[config.mk]
export PLATFORM = sky130hd
export DESIGN_NAME = pfetch_strobe_gen
export DESIGN_NICKNAME = d
export VERILOG_FILES = /design/src/rtl/pfs_pkg.sv /design/src/rtl/pfs_cycle_seq.sv /design/src/rtl/pfs_window_dec.sv /design/src/rtl/pfs_mem_select.sv /design/src/rtl/pfs_strobe_fsm.sv /design/src/rtl/pfetch_strobe_gen.sv
export SDC_FILE = /design/constraint.sdc
export NUM_CORES = 1
export LEC_CHECK = 0
export BUFFER_PORTS_ARGS = -buffer_cell sky130_fd_sc_hd__buf_2
export CORE_MARGIN = 4
export CORE_UTILIZATION = 25
export CTS_CLUSTER_SIZE = 28
export DETAILED_ROUTE_END_ITERATION = 6
export PLACE_DENSITY_LB_ADDON = 0.25
export SLEW_MARGIN = 20
export SYNTH_ARGS = -nofsm -noshare
export SYNTH_HDL_FRONTEND = slang
export SYNTH_HIERARCHICAL = 1
export SYNTH_SLANG_ARGS = --single-unit
[constraint.sdc]
create_clock -name clk -period 2.51 [get_ports clk]
set_input_delay 0.502 -clock clk [delete_from_list [all_inputs] [get_ports clk]]
set_output_delay 0.502 -clock clk [all_outputs]
set_load 0.01 [all_outputs]
[src/rtl/pfs_pkg.sv]
package pfs_pkg;

    typedef enum logic [1:0] {
        STB_RESET   = 2'd0,
        STB_IDLE    = 2'd1,
        STB_PULSE_A = 2'd2,
        STB_PULSE_B = 2'd3
    } stb_state_t;

    // Map a 1-based state and 1-based phase to a tick index.
    function automatic int tick_of(input int st, input int ph, input int phases);
        return (st - 1) * phases + (ph - 1);
    endfunction

endpackage

[src/rtl/pfs_cycle_seq.sv]
module pfs_cycle_seq #(
    parameter int TICKS = 12,
    localparam int TW = $clog2(TICKS)
) (
    input  logic          clk,
    input  logic          rst_n,
    output logic [TW-1:0] tick_q,
    output logic [TW-1:0] tick_nxt
);
    localparam logic [TW-1:0] LAST = TW'(TICKS - 1);

    always_comb begin
        if (tick_q == LAST) begin
            tick_nxt = '0;
        end else begin
            tick_nxt = tick_q + 1'b1;
        end
    end

    always_ff @(posedge clk or negedge rst_n) begin
        if (!rst_n) begin
            tick_q <= '0;
        end else begin
            tick_q <= tick_nxt;
        end
    end

endmodule

[src/rtl/pfs_window_dec.sv]
module pfs_window_dec #(
    parameter int TICKS   = 12,
    parameter int A_OPEN  = 5,
    parameter int A_CLOSE = 7,
    parameter int B_OPEN  = 10,
    parameter int B_CLOSE = 1,
    localparam int TW = $clog2(TICKS)
) (
    input  logic [TW-1:0] tick_nxt,
    output logic          open_a,
    output logic          close_a,
    output logic          open_b,
    output logic          close_b
);
    localparam logic [TW-1:0] A_OPEN_T  = TW'(A_OPEN);
    localparam logic [TW-1:0] A_CLOSE_T = TW'(A_CLOSE);
    localparam logic [TW-1:0] B_OPEN_T  = TW'(B_OPEN);
    localparam logic [TW-1:0] B_CLOSE_T = TW'(B_CLOSE);

    always_comb begin
        open_a  = (tick_nxt == A_OPEN_T);
        close_a = (tick_nxt == A_CLOSE_T);
        open_b  = (tick_nxt == B_OPEN_T);
        close_b = (tick_nxt == B_CLOSE_T);
    end

endmodule

[src/rtl/pfs_mem_select.sv]
module pfs_mem_select #(
    parameter int                PC_W      = 16,
    parameter logic [PC_W-1:0]   INT_LIMIT = 16'h3FFF
) (
    input  logic            clk,
    input  logic            rst_n,
    input  logic            ext_code_en,
    input  logic [PC_W-1:0] pc,
    output logic            code_int_sel
);
    logic run_q;
    logic ea_q;

    // The level is taken on the first edge out of reset, then frozen.
    always_ff @(posedge clk or negedge rst_n) begin
        if (!rst_n) begin
            run_q <= 1'b0;
            ea_q  <= 1'b0;
        end else begin
            run_q <= 1'b1;
            if (!run_q) begin
                ea_q <= ext_code_en;
            end
        end
    end

    always_comb begin
        code_int_sel = ea_q && (pc <= INT_LIMIT);
    end

endmodule

[src/rtl/pfs_strobe_fsm.sv]
module pfs_strobe_fsm
    import pfs_pkg::*;
(
    input  logic clk,
    input  logic rst_n,
    input  logic fetch_req,
    input  logic go_ok,
    input  logic open_a,
    input  logic close_a,
    input  logic open_b,
    input  logic close_b,
    output logic fetch_rd_n
);
    stb_state_t state_q;
    stb_state_t state_nxt;
    logic       rd_n_q;

    always_comb begin
        state_nxt = state_q;
        unique case (state_q)
            STB_RESET: begin
                state_nxt = STB_IDLE;
            end
            STB_IDLE: begin
                if (open_a && go_ok) begin
                    state_nxt = STB_PULSE_A;
                end else if (open_b && go_ok) begin
                    state_nxt = STB_PULSE_B;
                end
            end
            STB_PULSE_A: begin
                if (!fetch_req || close_a) begin
                    state_nxt = STB_IDLE;
                end
            end
            STB_PULSE_B: begin
                if (!fetch_req || close_b) begin
                    state_nxt = STB_IDLE;
                end
            end
            default: begin
                state_nxt = STB_IDLE;
            end
        endcase
    end

    // State register.
    always_ff @(posedge clk or negedge rst_n) begin
        if (!rst_n) begin
            state_q <= STB_RESET;
        end else begin
            state_q <= state_nxt;
        end
    end

    // Output register: the strobe comes straight from a flop.
    always_ff @(posedge clk or negedge rst_n) begin
        if (!rst_n) begin
            rd_n_q <= 1'b1;
        end else begin
            rd_n_q <= !((state_nxt == STB_PULSE_A) || (state_nxt == STB_PULSE_B));
        end
    end

    assign fetch_rd_n = rd_n_q;

endmodule

[src/rtl/pfetch_strobe_gen.sv]
module pfetch_strobe_gen #(
    parameter int              PC_W      = 16,
    parameter logic [PC_W-1:0] INT_LIMIT = 16'h3FFF,
    parameter int              STATES    = 6,
    parameter int              PHASES    = 2,
    parameter int              A_OPEN_S  = 3,
    parameter int              A_OPEN_P  = 2,
    parameter int              A_CLOSE_S = 4,
    parameter int              A_CLOSE_P = 2,
    parameter int              B_OPEN_S  = 6,
    parameter int              B_OPEN_P  = 1,
    parameter int              B_CLOSE_S = 1,
    parameter int              B_CLOSE_P = 2,
    localparam int             TICKS     = STATES * PHASES,
    localparam int             TW        = $clog2(TICKS)
) (
    input  logic            clk,
    input  logic            rst_n,
    input  logic            ext_code_en,
    input  logic [PC_W-1:0] pc,
    input  logic            fetch_req,
    input  logic            xdata_cyc,
    output logic            fetch_rd_n,
    output logic            code_int_sel,
    output logic [TW-1:0]   phase_idx
);
    localparam int A_OPEN  = pfs_pkg::tick_of(A_OPEN_S,  A_OPEN_P,  PHASES);
    localparam int A_CLOSE = pfs_pkg::tick_of(A_CLOSE_S, A_CLOSE_P, PHASES);
    localparam int B_OPEN  = pfs_pkg::tick_of(B_OPEN_S,  B_OPEN_P,  PHASES);
    localparam int B_CLOSE = pfs_pkg::tick_of(B_CLOSE_S, B_CLOSE_P, PHASES);

    logic [TW-1:0] tick_q;
    logic [TW-1:0] tick_nxt;
    logic          open_a;
    logic          close_a;
    logic          open_b;
    logic          close_b;
    logic          int_sel;
    logic          go_ok;

    pfs_cycle_seq #(.TICKS(TICKS)) u_seq (
        .clk      (clk),
        .rst_n    (rst_n),
        .tick_q   (tick_q),
        .tick_nxt (tick_nxt)
    );

    pfs_window_dec #(
        .TICKS   (TICKS),
        .A_OPEN  (A_OPEN),
        .A_CLOSE (A_CLOSE),
        .B_OPEN  (B_OPEN),
        .B_CLOSE (B_CLOSE)
    ) u_win (
        .tick_nxt (tick_nxt),
        .open_a   (open_a),
        .close_a  (close_a),
        .open_b   (open_b),
        .close_b  (close_b)
    );

    pfs_mem_select #(.PC_W(PC_W), .INT_LIMIT(INT_LIMIT)) u_sel (
        .clk          (clk),
        .rst_n        (rst_n),
        .ext_code_en  (ext_code_en),
        .pc           (pc),
        .code_int_sel (int_sel)
    );

    always_comb begin
        go_ok = fetch_req && !int_sel && !xdata_cyc;
    end

    pfs_strobe_fsm u_fsm (
        .clk        (clk),
        .rst_n      (rst_n),
        .fetch_req  (fetch_req),
        .go_ok      (go_ok),
        .open_a     (open_a),
        .close_a    (close_a),
        .open_b     (open_b),
        .close_b    (close_b),
        .fetch_rd_n (fetch_rd_n)
    );

    assign code_int_sel = int_sel;
    assign phase_idx    = tick_q;

endmodule

==> impl_results.md <==
- TritonCTS Buffers: 3
- Sequential standard cell area: 226.5 um2
- H-tree Lvls: 1
- # setup viols final: 0
- Synth Flop Type: dfrtp_1
- Crit Path Max Fanout: 5
- DRC Markers: 0
- Cell row count: 14
- Crit Path Category: reg -> reg
- Tightest Hold Check Type: in -> async
- Area grow syn2layout: 24.22%
- DRT Pass-1 Iters: 4
- EDFF count, synth: 0
- Initial antenna violation count: 0
- Maximum capacitance violations: 0
- Crit path launch type: flop
- Worst slew margin: 0.6552
- Clock Pin Slew Worst Setup and Hold Paths: 60 ps
- Die ar.: 0.002491 mm2
- Pre-CTS WS: 713.2 ps
- Post-CTS Setup Bufs: 0
- Core ar.: 0.001577 mm2
- Crit path cell chain: ha_1, nand2b_1, nand3_1, o21ai_0, and4b_1, mux2_4, o32a_1
- CTS tree: built
- Status: complete, no violations
- Least-Margin Pin Slew: 511.8 ps
- Pin count of the biggest net entering global routing: 10
- Setup_tns: 0 ps
- Synthesis Warnings: 6
- Final Hold Slack: 86.33 ps
- Post-Syn Area: 439.2 um2
- Clock Latency Late Sink: 250 ps
- Post-route ant nets: 0
- Top-count cell post-synth: dfrtp_1
- Port Buffers: 12
- Multi-input gate area: 209.0 um2
- Layout cell share with drive strength beyond 1: 0.4314
- Global Route Usage Sum: 0.07668
- Synth top area share: 0.4558
- Die H: 49.91 um
- RSZ-0062 raised after global routing: no
- Yosys reg bits: 9
- Synth area leaders: dfrtp_1 (46%), mux2_4 (6.8%), dfstp_2 (6.0%), nor3b_1 (3.4%), nor4b_2 (3.4%)
- Slowest Stage Delay on Critical Path: 410 ps
- First-pass GRT wire length: 1393 um
- Wire per inst: 12.49 um
- Vias in the first global route: 326
- Mean Syn Cell Area: 12.55 um2
- Power Dens Cells: 500.3 mW/mm2
- GR Overflow Total: 0
- Number of DRC markers in iteration 0: 4
- Clock skew: 1.850 ps
- Syn nets: 57
- Worst path slowest cell: dfrtp_1
- Final period util: 0.7214
- Layout Nets: 74
- Final worst path period need: 1811 ps
- Final Slew Violations: 0
- Final RePlAce weighted congestion: 0.7071
- DRT Wirelength: 837 um
- Critical Path RT: 2690 ps
- Cell leakage power: 0.2446 nW
- Worst-case vdd ir drop: 0.0001344 V
- Fill cells: 162
- Via-to-Cell Ratio: 5.000
- Clk buf depth: 2
- Fraction of registers with async set/reset: 1.000
- # resized after CTS: 0
- Dominant cell type by area after synthesis: dfrtp_1
- Cell variety after synth: 23
- Final WS setup: 699.3 ps
- Design Area, Final: 545.5 um2
- IO Count: 27
- ANT cells: 0
- Starting Density: 0.2786
- Max Freq: 552.3 MHz
- Die Wd: 49.91 um
- DR vias: 335
- Post-synthesis sequential area ratio: 0.5157
- Crit path DAT: 1990 ps
- CP endpoint kind: flop
- Sink Count: 9
- HPWL after DPL: 615.8 um
- Mapped Cells: 35
- Hold Vio Cnt, Final: 0
- Root Driver: clkbuf_4
- Hold-fix buffers, CTS: 0
- Placement Cell Area: 519.2 um2
[power breakdown]
group / total (mW) / switching, mW / internal [mW]
clock: 0.109 / 0.0481 / 0.0611
combinational: 0.0150 / 0.00694 / 0.00811
sequential: 0.149 / 0.00115 / 0.148
[state kept, by name, indices dropped and copies added, names as in the netlist]
name              count
u_fsm/state_q         2
u_sel/run_q           1
u_seq/tick_q          4
u_sel/ea_q            1
u_fsm/fetch_rd_n      1
[routing by layer]
| metal | track usage | vias to the layer above | wire (um) |
|---|---|---|---|
| met5 | 0 | - | 0 |
| met4 | 0.08295 | 0 | 19 |
| met3 | 0.02108 | 2 | 46 |
| met2 | 0.1079 | 10 | 374 |
| met1 | 0.08791 | 157 | 397 |
| li1 | - | 166 | - |
[critical path, delay by kind of cell (launching register included)]
family	cells	cell delay (ps)
fa+ha+maj	1	230
mux	1	270
compound gates	2	380
flops	1	410
simple gates	3	440
[cells by family after synthesis]
logic type | after synthesis | synth area share
DFF | 9 | 0.5157
adders and majority gates | 1 | 0.02849
muxes | 2 | 0.06838
buffers and inverters | 1 | 0.008539
and+or+nand+nor | 15 | 0.2792
other | 1 | 0.008539
AOI/OAI and AO/OA | 6 | 0.09115
[cell type report]
type / count / share of cell area
clock buffers: 4 / 0.04817
flip-flops and latches: 9 / 0.4151
repair buffers: 12 / 0.1101
well taps: 16 / 0.03670
inverters: 1 / 0.006881
multi-input cells: 25 / 0.3830
[path summary, 6_finish.rpt]
path	from	endpoint	slack, ps	cells after the start
max	u_seq/tick_q[0]	u_fsm/fetch_rd_n	700	7
min reg2reg	u_sel/ea_q	u_sel/ea_q	510	1
min in group clk	ext_code_en	u_sel/ea_q	480	2
max reg2reg	u_seq/tick_q[0]	u_fsm/fetch_rd_n	700	7
max in group asynchronous	rst_n	u_fsm/fetch_rd_n	2180	1
min	rst_n	u_seq/tick_q[2]	90	1
[metrics by stage]
step	total power, mW	instances	utilization
after floorplan	0.1574	35	-
after global placement	0.1668	63	0.3294
after detailed placement	0.1667	63	0.3294
after CTS	0.2788	67	0.3460
after global routing	0.2919	67	0.3460
final	0.2729	67	0.3460
[cell usage in the layout (no fill, tap or decap), types with 2 or more instances in the layout]
cell	instances
nand3_1	2
nor3b_1	2
nand2_1	2
nand2b_1	2
buf_2	12
clkbuf_4	3
mux2_4	2
dfrtp_1	8
No activity file was read; power rests on OpenSTA's default activity.
